<file path="config.mk">
export PLATFORM = sky130hd
export DESIGN_NAME = pixshift_mux
export DESIGN_NICKNAME = d
export VERILOG_FILES = /design/src/rtl/pixshift_pkg.sv /design/src/rtl/pixshift_bhold.sv /design/src/rtl/pixshift_select.sv /design/src/rtl/pixshift_stages.sv /design/src/rtl/pixshift_mux.sv
export SDC_FILE = /design/constraint.sdc
export NUM_CORES = 1
export LEC_CHECK = 0
export BUFFER_PORTS_ARGS = -buffer_cell sky130_fd_sc_hd__buf_2
export CAP_MARGIN = 20
export CELL_PAD_IN_SITES_DETAIL_PLACEMENT = 1
export CELL_PAD_IN_SITES_GLOBAL_PLACEMENT = 2
export CORE_MARGIN = 4
export CORE_UTILIZATION = 29
export CTS_CLUSTER_SIZE = 28
export DETAILED_ROUTE_END_ITERATION = 8
export HOLD_SLACK_MARGIN = 0.1
export PLACE_DENSITY = 0.8
export SYNTH_ARGS = -nofsm -noshare
export SYNTH_HDL_FRONTEND = slang
export SYNTH_SLANG_ARGS = --single-unit
export TNS_END_PERCENT = 100
</file>
<file path="constraint.sdc">
create_clock -name clk -period 0.8 [get_ports clk]
set_input_delay 0.08 -clock clk [delete_from_list [all_inputs] [get_ports clk]]
set_output_delay 0.08 -clock clk [all_outputs]
set_load 0.02 [all_outputs]
</file>
<file path="src/rtl/pixshift_pkg.sv">
package pixshift_pkg;
  localparam int unsigned DEF_WIDTH = 8;
  localparam int unsigned RST_SYNC_DEPTH = 2;

  typedef enum logic [1:0] {
    OP_SHIFT  = 2'd0,
    OP_LOAD_A = 2'd1,
    OP_LOAD_B = 2'd2
  } pix_op_e;
endpackage

</file>
<file path="src/rtl/pixshift_bhold.sv">
module pixshift_bhold #(
  parameter int unsigned WIDTH = pixshift_pkg::DEF_WIDTH
) (
  input  logic             clk,
  input  logic             rst_n,
  input  logic             open_i,
  input  logic [WIDTH-1:0] d_i,
  output logic [WIDTH-1:0] view_o,
  output logic [WIDTH-1:0] held_o
);
  logic [WIDTH-1:0] held_q;
  logic [WIDTH-1:0] held_d;
  logic             cap_en;

  // capture enable written out; bypass keeps transparent loads same-cycle
  always_comb begin
    cap_en = open_i;
    held_d = d_i;
    view_o = open_i ? d_i : held_q;
  end

  always_ff @(posedge clk or negedge rst_n) begin
    if (!rst_n)      held_q <= '0;
    else if (cap_en) held_q <= held_d;
  end

  assign held_o = held_q;

  a_r8_hold_closed: assert property (@(posedge clk) disable iff (!rst_n)
    !open_i |=> held_q == $past(held_q));
  a_r7_capture_open: assert property (@(posedge clk) disable iff (!rst_n)
    open_i |=> held_q == $past(d_i));
endmodule

</file>
<file path="src/rtl/pixshift_select.sv">
module pixshift_select #(
  parameter int unsigned WIDTH = pixshift_pkg::DEF_WIDTH
) (
  input  pixshift_pkg::pix_op_e op_i,
  input  logic [WIDTH-1:0]      a_i,
  input  logic [WIDTH-1:0]      b_i,
  output logic [WIDTH-1:0]      word_o
);
  always_comb begin
    unique case (op_i)
      pixshift_pkg::OP_LOAD_B: word_o = b_i;
      default:                 word_o = a_i;
    endcase
  end
endmodule

</file>
<file path="src/rtl/pixshift_stages.sv">
module pixshift_stages #(
  parameter int unsigned WIDTH = pixshift_pkg::DEF_WIDTH
) (
  input  logic             clk,
  input  logic             rst_n,
  input  logic             load_i,
  input  logic [WIDTH-1:0] word_i,
  input  logic             ser_i,
  output logic [WIDTH-1:0] stage_o
);
  localparam int unsigned LAST = WIDTH - 1;

  logic [WIDTH-1:0] stage_q;
  logic [WIDTH-1:0] stage_d;
  logic [WIDTH-1:0] shifted;

  assign shifted[0] = ser_i;
  for (genvar i = 1; i <= LAST; i++) begin : g_link
    assign shifted[i] = stage_q[i-1];
  end

  always_comb begin
    stage_d = load_i ? word_i : shifted;
  end

  always_ff @(posedge clk or negedge rst_n) begin
    if (!rst_n) stage_q <= '0;
    else        stage_q <= stage_d;
  end

  assign stage_o = stage_q;

  a_r2_parallel: assert property (@(posedge clk) disable iff (!rst_n)
    load_i |=> stage_q == $past(word_i));
  a_r3_shift_in: assert property (@(posedge clk) disable iff (!rst_n)
    !load_i |=> stage_q[0] == $past(ser_i));
  a_r3_shift_up: assert property (@(posedge clk) disable iff (!rst_n)
    !load_i |=> stage_q[LAST:1] == $past(stage_q[LAST-1:0]));
endmodule

</file>
<file path="src/rtl/pixshift_mux.sv">
module pixshift_mux #(
  parameter int unsigned WIDTH = pixshift_pkg::DEF_WIDTH
) (
  input  logic             clk,
  input  logic             rst_n,
  input  logic             load_n,
  input  logic             sel_b,
  input  logic             b_open,
  input  logic             ser_in,
  input  logic [WIDTH-1:0] a_word,
  input  logic [WIDTH-1:0] b_word,
  output logic             ser_out
);
  import pixshift_pkg::*;

  localparam int unsigned SYNC = RST_SYNC_DEPTH;

  logic [SYNC-1:0]  rst_pipe;
  logic             rst_q;
  pix_op_e          op;
  logic [WIDTH-1:0] b_view;
  logic [WIDTH-1:0] b_held;
  logic [WIDTH-1:0] ld_word;
  logic [WIDTH-1:0] stages;

  // asynchronous assertion, synchronous release
  always_ff @(posedge clk or negedge rst_n) begin
    if (!rst_n) rst_pipe <= '0;
    else        rst_pipe <= {rst_pipe[SYNC-2:0], 1'b1};
  end
  assign rst_q = rst_pipe[SYNC-1];

  always_comb begin
    if (load_n)     op = OP_SHIFT;
    else if (sel_b) op = OP_LOAD_B;
    else            op = OP_LOAD_A;
  end

  pixshift_bhold #(.WIDTH(WIDTH)) u_bhold (
    .clk    (clk),
    .rst_n  (rst_q),
    .open_i (b_open),
    .d_i    (b_word),
    .view_o (b_view),
    .held_o (b_held)
  );

  pixshift_select #(.WIDTH(WIDTH)) u_select (
    .op_i   (op),
    .a_i    (a_word),
    .b_i    (b_view),
    .word_o (ld_word)
  );

  pixshift_stages #(.WIDTH(WIDTH)) u_stages (
    .clk     (clk),
    .rst_n   (rst_q),
    .load_i  (op != OP_SHIFT),
    .word_i  (ld_word),
    .ser_i   (ser_in),
    .stage_o (stages)
  );

  assign ser_out = stages[WIDTH-1];

  a_r4_direct_load: assert property (@(posedge clk) disable iff (!rst_q)
    (!load_n && !sel_b) |=> stages == $past(a_word));
  a_r5_held_load: assert property (@(posedge clk) disable iff (!rst_q)
    (!load_n && sel_b && !b_open) |=> stages == $past(b_held));
  a_r6_live_load: assert property (@(posedge clk) disable iff (!rst_q)
    (!load_n && sel_b && b_open) |=> stages == $past(b_word));
  a_r3_out_follows: assert property (@(posedge clk) disable iff (!rst_q)
    load_n |=> ser_out == $past(stages[WIDTH-2]));
endmodule

</file>
# Word level (Yosys, flattened, before mapping)
# Index checks and enable logic that the tools add are counted.
# totals
reg_bits	18
output_inout_bits	1
elab_cells	10
# op_classes
n_reduce_logical	1
n_mux	5
n_eq_ne	1
# ops
op	n
$mux 8	3
$mux 2	2
$eq 2x2->1 const B	1
$reduce_bool 2->1	1

# Logic depth before layout (Yosys ltp)
# Gate-level depths: netlist (run 1).
# logic_depth
depth_word	5
depth_mapped	4
depth_no_buf	2

# Cells and area by module
# Synthesis (run 1) repeated with hierarchy kept, for this count alone.
# unflattened
cells_unflattened	50
hier_area_um2	875.8
# by_module_without_submodules
mod	area_each_um2	cells_each	instances
pixshift_bhold	331.6	17	1
pixshift_stages	331.6	17	1
pixshift_select	145.1	10	1
pixshift_mux	67.6	6	1

# Least setup slack after synthesis (run 1)
# No wires, ideal clock.
# synth_timing
kind	register to register
start	register u_bhold.held_q[0] (netlist: u_bhold.held_o[0])
end	register u_stages.stage_q[0] (netlist: u_stages.stage_o[0])
setup_ns	0.124
arrival_ns	0.873
setup_slack_ns	-0.197
n_path_buf	0
stages_incl_launch_ff	3
synth_period_minus_slack_ns	0.997
t_required_ns	0.676
cell_sequence	dfrtp_1 > mux2_4 > a211o_1
# synth_via
elab_chain_len	3
# synth_lines
item	line_no	text
from (decl)	pixshift_bhold.sv:11	logic [WIDTH-1:0] held_q;
from (signal assigned)	pixshift_bhold.sv:24	else if (cap_en) held_q <= held_d;
$mux 8	--	
via b_view[0]	pixshift_mux.sv:21	logic [WIDTH-1:0] b_view;
$mux 8	pixshift_select.sv:10	unique case (op_i)
$mux 8	pixshift_stages.sv:23	stage_d = load_i ? word_i : shifted;
via u_stages.stage_d[0]	pixshift_stages.sv:14	logic [WIDTH-1:0] stage_d;
to (signal assigned)	pixshift_stages.sv:28	else stage_q <= stage_d;
to (decl)	pixshift_stages.sv:13	logic [WIDTH-1:0] stage_q;
# The timed path passes the listed nets, and every way through them passes these cells.

# Final worst setup path (run 1)
# layout_timing
start	register u_bhold.held_q[3] (netlist: u_bhold.held_o[3])
end	register u_stages.stage_q[3] (netlist: u_stages.stage_o[3])
# The elaborated chain is that of the path after synthesis.

==> results of run 1 <==
==> cell families (layout without fill, tap and decap cells) <==
kind of cell	after synthesis	in the layout	share of synthesized area [%]
flip-flops	18	18	57.2
AND/OR/NAND/NOR	17	17	14.8
AO/OA/AOI/OAI	8	8	8.90
multiplexers	8	8	15.3
buffers and inverters	4	33	3.34
other	1	1	0.476
==> registers in the layout, indices dropped and copies added (netlist names) <==
register and cells:
rst_pipe 2, u_bhold.held_o 8, u_stages.stage_o 8
==> final cells by class <==
type	count	area, sq um
Fill cell	283	1510
Timing Repair Buffer	29	174
Clock buffer	4	36.3
Tap cell	30	37.5
Multi-Input combinational cell	34	310
Sequential cell	18	450
==> stage by stage <==
step / setup WS (ns) / utilization [%] / TNS (ns) / std cells
floorplan: -0.162 / - / -1.30 / 56
global placement: -0.262 / 37.5 / -1.96 / 109
detailed placement: -0.285 / 37.5 / -2.30 / 109
CTS: -0.247 / 40.0 / -1.79 / 115
global route: -0.268 / 40.0 / -2.02 / 115
finish: -0.252 / 40.0 / -1.75 / 115
==> critical path, stage by stage, from the launching register on <==
cell and delay, ns:
dfrtp_1 0.39, mux2_4 0.28, a211o_1 0.28
==> layer usage <==
layer | wire [um] | track usage (%) | vias to the layer above | part of all wire [%]
met3 | 105 | 3.24 | 2 | 6.3
li1 | - | - | 252 | -
met5 | 0 | 0 | - | 0
met1 | 763 | 14.1 | 255 | 46
met4 | 20 | 5.70 | 0 | 1.2
met2 | 768 | 15.6 | 15 | 46
==> what timing repair did <==
action	CTS	global route
resized for setup	2	0
endpoints found under the setup margin	9	9
buffers inserted	0	0
endpoints found under the hold margin	11	9
==> path summary, 6_finish.rpt <==
kind                              startpoint                  end  slack, ns  depth (start not counted)
hold reg to reg                  rst_pipe[1]  u_stages.stage_o[4]       0.19                          1
setup / recovery           u_bhold.held_o[3]  u_stages.stage_o[3]      -0.25                          2
hold / removal                     b_word[0]    u_bhold.held_o[0]       0.03                          2
max in group asynchronous              rst_n          rst_pipe[1]       0.06                          3
min in group asynchronous        rst_pipe[1]  u_stages.stage_o[4]       0.19                          1
setup reg to reg           u_bhold.held_o[3]  u_stages.stage_o[3]      -0.25                          2
==> placed cells by master, fill, tap and decap left out <==
cell type,count
a211o_1,8
and2_1,8
buf_2,21
buf_4,5
buf_6,1
clkbuf_4,3
clkbuf_8,1
conb_1,1
dfrtp_1,18
dlygate4sd3_1,2
mux2_4,8
nor2b_1,1
nor3b_1,8
==> power groups by stage <==
stage / Clock [mW] / Sequential [mW] / Combinational, mW
after floorplan: 0 / 1.05 / 0.183
after global placement: 0 / 1.04 / 0.297
after detailed placement: 0 / 1.04 / 0.307
after CTS: 0.578 / 1.03 / 0.324
after global routing: 0.622 / 1.04 / 0.351
final: 0.548 / 1.03 / 0.318
==> summary.txt, run 1 <==
Synth top area cells -> dfrtp_1, mux2_4, a211o_1, nor3b_1, and2_1
Top FF cell, synth -> dfrtp_1
Largest net degree at the start of global routing -> 17
Vias post-DR -> 524
Detail Placement HPWL -> 1240 um
Most common cell in the synthesized netlist -> dfrtp_1
Yosys reg bits -> 18
Fin crit period -> 1.05 ns
Num CTS Buffers -> 3
DRT antenna net count -> 0
Clock buffer depth -> 2
Status -> finished with violations
Vias in the first global route -> 579
Cell Int Power -> 1.47 mW
Hold crit path type -> in -> reg
Top cells by count, synth -> dfrtp_1, a211o_1, and2_1, mux2_4, nor3b_1
DR vias/cell -> 4.56
Syn Inst Count -> 56
Global route total overflow -> 0
# setup viols final -> 9
Power, Total -> 1.89 mW
I/O Pins -> 23
Comb power frac -> 16.8%
Final Hold Violating Endpoints -> 0
Die area -> 3610 sq um
N_diodes -> 0
Cell Rows -> 18
Pwr/cell area -> 1880 nW/um^2
Top-area cell type share of the netlist area -> 57.2%
Synth Warn # -> 0
Crit Path Class -> reg -> reg
Crit path max fanout -> 2
Mean area per synthesized cell -> 14.1 sq um
Post-synth EDFFs -> 0
Antenna violations before repair -> 0
Die width -> 60.1 um
CTS root buffer -> clkbuf_4
First-pass GRT wire length -> 2750 um
Yosys cell types -> 9
Mapped Area -> 787 sq um
Switching power -> 425 uW
Total global-route track usage -> 10.7%
Crit end category -> flip-flop
Routed len/inst -> 14.4 um
Max Freq -> 951 MHz
Syn_nets -> 78
Post-DP Area -> 946 sq um
Detailed Routing Iterations Pass 1 -> 2
Clk_skew -> 0.00207 ns
Seq/Total Area, Yosys -> 57.2%
Failing checks -> setup timing
GPL Wtd Cong -> 0.732
Nets -> 108
Worst setup SP type -> flip-flop
# hold bufs at CTS -> 2
Synth area leader -> dfrtp_1
Ys async rst share -> 100%
Iter 0 DRT Violations -> 10
H-tree Lvls -> 1
DRC Markers -> 0
Tightest Pin Transition -> 0.650 ns
Slew HR -> 56.6%
Fin area -> 1010 sq um
CTS tree -> yes
Slew Viols, Final -> 0
Worst setup slack after layout -> -0.252 ns
Starting Density -> 31.2%
Core ar. -> 2520 sq um
Clk pwr share -> 29.0%
Fin crit share -> 131%
RSZ-0062 raised after global routing -> yes
Port Buf Inserts -> 22
Worst-case hold slack -> 0.0308 ns
CTS Sinks -> 18
Max-cap viol count -> 0
Sequential share of power -> 54.2%
Share of cells above drive strength 1 -> 45.9%
Leak -> 0.520 nW
WP data required -> 0.97 ns
Total Routed Length -> 1660 um
Clock Latency Late Sink -> 0.29 ns
Sw Ratio -> 22.5%
WP data arrival -> 1.23 ns
Die Ht -> 60.1 um
Reg clk slew, reported paths -> 0.10 ns
Area grow syn2layout -> 28.1%
Max VDD drop -> 997 uV
(Power assumes the default switching activity.)
==> run 2: changes to the inputs <==
- BUFFER_PORTS_ARGS: -buffer_cell sky130_fd_sc_hd__buf_2 -> -buffer_cell sky130_fd_sc_hd__buf_4
==> summary.txt, run 2 (synthesized netlist as in run 1, its figures left out) <==
Nets -> 108
Max-cap viol count -> 0
Clock buffer depth -> 2
Area grow syn2layout -> 36.9%
Port Buf Inserts -> 22
Die width -> 60.1 um
CTS Sinks -> 18
Crit Path Class -> reg -> reg
Worst setup slack after layout -> -0.223 ns
Max Freq -> 977 MHz
Slew HR -> 59.1%
Starting Density -> 31.2%
Cell Rows -> 18
H-tree Lvls -> 1
Failing checks -> setup timing
Most frequent cells in the layout -> buf_4, dfrtp_1
Pwr/cell area -> 1830 nW/um^2
Antenna violations before repair -> 0
Global route total overflow -> 0
Final Hold Violating Endpoints -> 0
# setup viols final -> 10
Buf/Inv on CP -> 0
Clock Latency Late Sink -> 0.30 ns
DR WL met2 -> 760 um
Status -> finished with violations
I/O Pins -> 23
DP Cell Count -> 108
WP data required -> 0.99 ns
Fin crit period -> 1.02 ns
GPL Wtd Cong -> 0.692
Crit end category -> flip-flop
Die Ht -> 60.1 um
Leak -> 0.544 nW
Reg clk slew, reported paths -> 0.12 ns
N_diodes -> 0
Vias in the first global route -> 583
Largest net degree at the start of global routing -> 17
Worst setup SP type -> flip-flop
Clk_skew -> 0.0134 ns
Max stage delay on crit path -> 0.38 ns
DRT antenna net count -> 0
Max VDD drop -> 1020 uV
Hold crit path type -> in -> reg
Fillers -> 274
Slew Viols, Final -> 0
Most common cell after layout, fill and taps aside -> buf_4
Routed len/inst -> 14.3 um
Worst-case hold slack -> 0.00955 ns
CTS root buffer -> clkbuf_4
DR vias/cell -> 4.60
CP max-delay cell -> dfrtp_1
RSZ-0062 raised after global routing -> yes
Tightest Pin Transition -> 0.611 ns
Seq. cell area -> 450 sq um
Fin crit share -> 128%
Cell Chain, Critical Path -> mux2_4, a211o_1
Vias post-DR -> 529
DRC Markers -> 0
Fin util -> 42.7%
Detailed Routing Iterations Pass 1 -> 2
Die area -> 3610 sq um
Delay-heaviest family, CP -> flip-flops
Top Layer Used -> met4
Area of the multi-input gates -> 310 sq um
Num CTS Buffers -> 3
Total global-route track usage -> 10.8%
Non-filler cells, final -> 115
Detail Placement HPWL -> 1190 um
WP data arrival -> 1.21 ns
Crit path max fanout -> 2
First-pass GRT wire length -> 2710 um
Iter 0 DRT Violations -> 7
CTS tree -> yes
Total Routed Length -> 1640 um
# hold bufs at CTS -> 2
Met3 wire len -> 97 um
Wl on met1 -> 735 um
Share of cells above drive strength 1 -> 45.9%
Core ar. -> 2520 sq um
## run 2: cell counts in the layout (fill, tap and decap cells not counted)
No cell type changed its count.
## run 2: report_power, final
group	switching, mW	total, mW	internal (mW)
Clock	0.304	0.581	0.278
Combinational	0.130	0.361	0.231
Sequential	0.0246	1.03	1.00
Total	0.459	1.97	1.51
## run 2: path summary, 6_finish.rpt
check / start / to / slack, ns / cells past startpoint
worst min-delay path: b_word[0] / u_bhold.held_o[0] / 0.01 / 2
worst max register to register: u_bhold.held_o[2] / u_stages.stage_o[2] / -0.22 / 2
min in group asynchronous: rst_pipe[1] / u_bhold.held_o[2] / 0.17 / 1
worst max-delay path: u_bhold.held_o[2] / u_stages.stage_o[2] / -0.22 / 2
worst min register to register: rst_pipe[1] / u_bhold.held_o[2] / 0.17 / 1
max in group asynchronous: rst_n / rst_pipe[1] / 0.05 / 3
## run 2: what timing repair did
| action | in CTS | in global routing |
|---|---|---|
| endpoints found under the setup margin | 9 | 9 |
| buffers inserted | 0 | 1 |
| hold endpoints to repair | 11 | 8 |
| gates resized for setup | 1 | 1 |
| gates cloned | 0 | 0 |
## run 2: stage by stage
| stage | total power [mW] | TNS (ns) | instance area, sq um | worst slack [ns] |
|---|---|---|---|---|
| 2_1_floorplan | 1.24 | -1.30 | 787 | -0.162 |
| 3_3_place_gp | 1.37 | -1.46 | 1010 | -0.190 |
| 3_5_place_dp | 1.38 | -1.57 | 1010 | -0.206 |
| 4_1_cts | 1.99 | -1.81 | 1070 | -0.218 |
| 5_1_grt | 2.07 | -2.11 | 1080 | -0.250 |
| 6_report | 1.97 | -1.83 | 1080 | -0.223 |
## run 2: per-layer routing
layer	global-route usage, %	vias up
li1	-	253
met1	13.2	255
met2	16.2	17
met3	2.38	4
met4	8.54	0
met5	0	-
## run 2: final cells by class
type                    instances  share of cell area (%)
clock buffers                   4                    3.37
well taps                      30                    3.48
multi-input cells              34                    28.8
flip-flops and latches         18                    41.8
repair buffers                 29                    22.5
